### src/rtl/cbr_pkg.sv
package cbr_pkg;

    localparam int CC_W = 4;

    typedef enum logic [CC_W-1:0] {
        CC_EQ  = 4'h0,
        CC_NE  = 4'h1,
        CC_LT  = 4'h2,
        CC_GT  = 4'h3,
        CC_LTU = 4'h4,
        CC_GTU = 4'h5,
        CC_GE  = 4'h6,
        CC_LE  = 4'h7,
        CC_GEU = 4'h8,
        CC_LEU = 4'h9
    } cc_e;

    localparam logic [CC_W-1:0] CC_LAST_LEGAL = 4'h9;

endpackage

### src/rtl/cbr_opnd_latch.sv
module cbr_opnd_latch #(
    parameter int W = 32
) (
    input  logic         clk,
    input  logic         rst_n,
    input  logic         load,
    input  logic [W-1:0] in_a,
    input  logic [W-1:0] in_b,
    output logic [W-1:0] lat_a,
    output logic [W-1:0] lat_b
);

    typedef struct packed {
        logic [W-1:0] a;
        logic [W-1:0] b;
    } opnd_t;

    opnd_t opnd_d, opnd_q;

    always_comb begin
        opnd_d = opnd_q;
        if (load) begin
            opnd_d.a = in_a;
            opnd_d.b = in_b;
        end
    end

    always_ff @(posedge clk) begin
        if (!rst_n) begin
            opnd_q <= '0;
        end else begin
            opnd_q <= opnd_d;
        end
    end

    assign lat_a = opnd_q.a;
    assign lat_b = opnd_q.b;

endmodule

### src/rtl/cbr_cond_eval.sv
module cbr_cond_eval
    import cbr_pkg::*;
#(
    parameter int W = 32
) (
    input  logic [W-1:0]    op_a,
    input  logic [W-1:0]    op_b,
    input  logic [CC_W-1:0] cond,
    output logic            hit,
    output logic            bad
);

    logic is_eq;
    logic s_lt;
    logic u_lt;
    cc_e  code;

    // One subtractor-free magnitude compare per signedness; the
    // remaining relations are derived from lt and eq.
    always_comb begin
        is_eq = (op_a == op_b);
        u_lt  = (op_a < op_b);
        s_lt  = ($signed(op_a) < $signed(op_b));
    end

    assign code = cc_e'(cond);
    assign bad  = (cond > CC_LAST_LEGAL);

    always_comb begin
        hit = 1'b0;
        unique case (code)
            CC_EQ:  hit = is_eq;
            CC_NE:  hit = !is_eq;
            CC_LT:  hit = s_lt;
            CC_GT:  hit = !s_lt && !is_eq;
            CC_GE:  hit = !s_lt;
            CC_LE:  hit = s_lt || is_eq;
            CC_LTU: hit = u_lt;
            CC_GTU: hit = !u_lt && !is_eq;
            CC_GEU: hit = !u_lt;
            CC_LEU: hit = u_lt || is_eq;
            default: hit = 1'b0;
        endcase
    end

endmodule

### src/rtl/cbr_target.sv
module cbr_target #(
    parameter int W          = 32,
    parameter int OFF_W      = 10,
    parameter int INSN_BYTES = 2
) (
    input  logic [W-1:0]     pc,
    input  logic [OFF_W-1:0] offset,
    output logic [W-1:0]     seq_pc,
    output logic [W-1:0]     jump_pc
);

    localparam int           SHIFT = $clog2(INSN_BYTES);
    localparam logic [W-1:0] STEP  = W'(INSN_BYTES);

    logic [W-1:0] off_ext;
    logic [W-1:0] off_scaled;

    generate
        if (OFF_W < W) begin : g_sext
            assign off_ext = {{(W-OFF_W){offset[OFF_W-1]}}, offset};
        end else begin : g_trunc
            assign off_ext = offset[W-1:0];
        end
    endgenerate

    assign off_scaled = off_ext << SHIFT;
    assign seq_pc     = pc + STEP;
    assign jump_pc    = seq_pc + off_scaled;

endmodule

### src/rtl/cbr_branch_unit.sv
module cbr_branch_unit
    import cbr_pkg::*;
#(
    parameter int W          = 32,
    parameter int OFF_W      = 10,
    parameter int INSN_BYTES = 2
) (
    input  logic             clk,
    input  logic             rst_n,
    input  logic             cmp_valid,
    input  logic [W-1:0]     cmp_a,
    input  logic [W-1:0]     cmp_b,
    input  logic             br_valid,
    input  logic [CC_W-1:0]  br_cond,
    input  logic [OFF_W-1:0] br_offset,
    input  logic [W-1:0]     pc,
    output logic [W-1:0]     next_pc,
    output logic             taken,
    output logic             illegal,
    output logic             br_done
);

    typedef struct packed {
        logic [W-1:0] npc;
        logic         taken;
        logic         illegal;
        logic         done;
    } res_t;

    logic [W-1:0] lat_a;
    logic [W-1:0] lat_b;
    logic         cond_hit;
    logic         cond_bad;
    logic [W-1:0] seq_pc;
    logic [W-1:0] jump_pc;
    res_t         res_d, res_q;

    cbr_opnd_latch #(.W(W)) u_latch (
        .clk   (clk),
        .rst_n (rst_n),
        .load  (cmp_valid),
        .in_a  (cmp_a),
        .in_b  (cmp_b),
        .lat_a (lat_a),
        .lat_b (lat_b)
    );

    cbr_cond_eval #(.W(W)) u_eval (
        .op_a (lat_a),
        .op_b (lat_b),
        .cond (br_cond),
        .hit  (cond_hit),
        .bad  (cond_bad)
    );

    cbr_target #(.W(W), .OFF_W(OFF_W), .INSN_BYTES(INSN_BYTES)) u_tgt (
        .pc      (pc),
        .offset  (br_offset),
        .seq_pc  (seq_pc),
        .jump_pc (jump_pc)
    );

    always_comb begin
        res_d         = res_q;
        res_d.taken   = 1'b0;
        res_d.illegal = 1'b0;
        res_d.done    = 1'b0;
        if (br_valid) begin
            res_d.done = 1'b1;
            if (cond_bad) begin
                res_d.illegal = 1'b1;
                res_d.npc     = pc;
            end else if (cond_hit) begin
                res_d.taken = 1'b1;
                res_d.npc   = jump_pc;
            end else begin
                res_d.npc = seq_pc;
            end
        end
    end

    always_ff @(posedge clk) begin
        if (!rst_n) begin
            res_q <= '0;
        end else begin
            res_q <= res_d;
        end
    end

    assign next_pc = res_q.npc;
    assign taken   = res_q.taken;
    assign illegal = res_q.illegal;
    assign br_done = res_q.done;

endmodule

### config.mk
export PLATFORM = sky130hd
export DESIGN_NAME = cbr_branch_unit
export DESIGN_NICKNAME = d
export VERILOG_FILES = /design/src/rtl/cbr_pkg.sv /design/src/rtl/cbr_opnd_latch.sv /design/src/rtl/cbr_cond_eval.sv /design/src/rtl/cbr_target.sv /design/src/rtl/cbr_branch_unit.sv
export SDC_FILE = /design/constraint.sdc
export NUM_CORES = 1
export LEC_CHECK = 0
export ABC_CLOCK_PERIOD_IN_PS = 5500
export BUFFER_PORTS_ARGS = -buffer_cell sky130_fd_sc_hd__buf_2
export CORE_ASPECT_RATIO = 0.7
export CORE_UTILIZATION = 30
export CTS_BUF_LIST = sky130_fd_sc_hd__clkbuf_8
export CTS_CLUSTER_DIAMETER = 60
export DETAILED_ROUTE_END_ITERATION = 8
export PLACE_DENSITY_LB_ADDON = 0.05
export SKIP_CTS_REPAIR_TIMING = 1
export SYNTH_ARGS = -nofsm -noshare
export SYNTH_HDL_FRONTEND = slang
export SYNTH_HIERARCHICAL = 1
export SYNTH_SLANG_ARGS = --single-unit
### constraint.sdc
create_clock -name clk -period 5.5 [get_ports clk]
set_input_delay 0.275 -clock clk [delete_from_list [all_inputs] [get_ports clk]]
set_output_delay 0.275 -clock clk [all_outputs]
set_load 0.02 [all_outputs]
==> metrics <==
mean number of vias per cell=about 4.9; antenna violations before repair=0; Synth Flop Type=dfxtp_1; Remaining Overflow, GRT=0; post-layout util=35.3%; H-tree Lvls=3; asr flop ratio synth=0%; Post-synth EDFFs=0; Ys Warns=6; Post-Route WL=about 22000 µm; sequential cell area fraction in the yosys report=~25%; CP startpoint kind=input pin; Die Y=about 140 µm; Slew headroom=approximately 26%; fin cells=~1300; syn_area_per_cell=a little over 9 µm²; #FFs+latches synth=around 100; Slew Limit Fails=0; worst slew pin tran=~1.1 ns; Starting Density=31.1%; period utilization=67.6%; Final Power=between 0.002 and 0.0025 W; critical path class=in2reg; core area=25100 µm²; DRC Markers=0; Max-cap violations=0; crit-path max FO=8; Die Area=around 27000 µm²; Clock Path Buffers=2; CP endpoint kind=register; Yosys top cell area share=between 20% and 30%; post-place setup slack=around 1.4 ns; Total GRT Usage=about 17%; cts bufs inserted=9; first-pass GRT wire length=about 35000 µm; Top Ports=about 150; vias in the first global route=between 6000 and 7000; Row Count=48; CTS sink cnt=99; Final setup viols=0; Port Buffers=about 150; largest net degree at the start of global routing=just under 70; DR pass1 iterations=4; WP data required=between 5 and 6 ns; LEAKAGE=3.91 nW; WL/cell=17.2 µm; Worst-path clk slew=~0.12 ns; Mapped Cells=approximately 860; Yosys cell types=72; status=complete, no violations; Layout Nets=~1100; R2R setup slack=about 2 ns; Setup TNS=0 ns; unrepaired setup endpoints after global routing=no; synthesis-to-layout area growth=13.7%; setup ws final=1.78 ns; Synth area leader=dfxtp_1; pwr/cell area=about 240 nW/µm²; Cell Area, Synth=between 7000 and 8000 µm²; drt initial violations=294; Hold Crit Class=in2reg; CTS tree=yes; Final Hold Viols=0; most common cell after layout, fill and taps aside=buf_2; Period minus WS final=approximately 3.7 ns; via count=6420; die width=~190 µm; Worst Skew=roughly 0.013 ns; Skew-Pair Late Insertion Delay=0.40 ns; Worst EP arrival=around 4 ns; Fmax=between 200 and 300 MHz; Root Buffer Master=clkbuf_8; RePlAce Congestion=0.849; hpwl dp=16800 µm; share of layout cells above drive strength 1=23.0%; synth top area cells=dfxtp_1 25%, mux2i_1 13%, ha_1 11%; antenna viol nets, final=0; # placed instances=approximately 1300; commonest non-fill, non-tap cells in the layout=146 x buf_2, 99 x dfxtp_1, 98 x mux2i_1; Max IR drop VDD=0.000119 V; Mapped Nets=around 1000
==> Yosys cell counts (all sizes together), types with 2 or more instances <==
cell     number
nand3b       33
o21a          2
nor3b         2
xnor2        40
and2          3
nand3        26
ha           67
o211ai        5
and3b         2
o221ai       31
a21oi        47
xor2         20
nor2b        69
o21ai        22
inv          44
o211a         2
a2bb2oi       2
nor2         24
nor4          6
o21ba         2
o21bai        2
a21o         14
a221o         3
a21boi        3
and4          2
nand2        73
or4           2
mux2i        98
dfxtp        99
nand4        24
a31oi         3
o31ai         2
and3         11
nand2b        2
nor3          4
clkbuf       26
buf          28
==> path summary, 6_finish.rpt <==
path	from	endpoint	depth (start not counted)
hold reg to reg	next_pc[7]$_SDFFE_PN0P_	next_pc[7]$_SDFFE_PN0P_	2
setup reg to reg	u_latch/lat_b[19]$_SDFFE_PN0P_	next_pc[23]$_SDFFE_PN0P_	11
setup / recovery	pc[1]	next_pc[31]$_SDFFE_PN0P_	17
hold / removal	cmp_a[22]	u_latch/lat_a[22]$_SDFFE_PN0P_	3
==> final cells by class <==
cell class | count | area [µm²]
Tap cell | 325 | 407
Inverter | 44 | 165
Sequential cell | 99 | 1980
Antenna cell | 1 | 2.50
Fill cell | 2698 | 16200
Multi-Input combinational cell | 661 | 5310
Clock buffer | 9 | 124
Clock inverter | 7 | 108
Timing Repair Buffer | 152 | 776
==> critical path, stage by stage <==
cell	delay (ns)
buf_2	0.13
ha_1	0.24
nand2_1	0.11
nor4_4	0.50
and4_1	0.48
nand2_1	0.12
xnor2_1	0.21
ha_1	0.36
a21oi_1	0.26
nand2_1	0.09
a221o_1	0.34
a221oi_1	0.23
o21ai_0	0.12
a21oi_1	0.15
xnor2_1	0.09
mux2i_1	0.13
o221ai_1	0.12
==> where the power goes <==
part	switching (W)	total (W)	internal, W
clock	0.000315	0.000580	0.000266
sequential	0.0000309	0.000804	0.000773
combinational	0.000431	0.000743	0.000312
total	0.000777	0.00213	0.00135
==> flip-flops by register name (all words and copies together), names as in the netlist <==
name,flops
u_latch/lat_b,32
br_done,1
illegal,1
next_pc,32
u_latch/lat_a,32
taken,1
==> per-layer routing <==
layer / share of wire, % / GRT usage [%]
met5: 0 / 0
met4: 0.58 / 2.58
met3: 5.6 / 3.99
met2: 38 / 22.8
met1: 56 / 26.6
==> kinds of logic after synthesis <==
kind of cell             Yosys count  share of synthesized area (%)
AND/OR/NAND/NOR                  285                           20.9
flip-flops                        99                           25.4
adder cells (fa/ha/maj)           68                           11.0
XOR/XNOR                          60                           7.07
buffers and inverters             98                           6.72
multiplexers                      98                           12.6
AO/OA/AOI/OAI                    150                           16.3
==> per-stage QoR <==
stage	hold slack (ns)	instance area, µm²
floorplan	0.412	7810
global placement	0.493	8640
detailed placement	0.477	8640
CTS	0.0878	8870
global route	0.0957	8870
finish	0.123	8870
(Power assumes the default switching activity.)
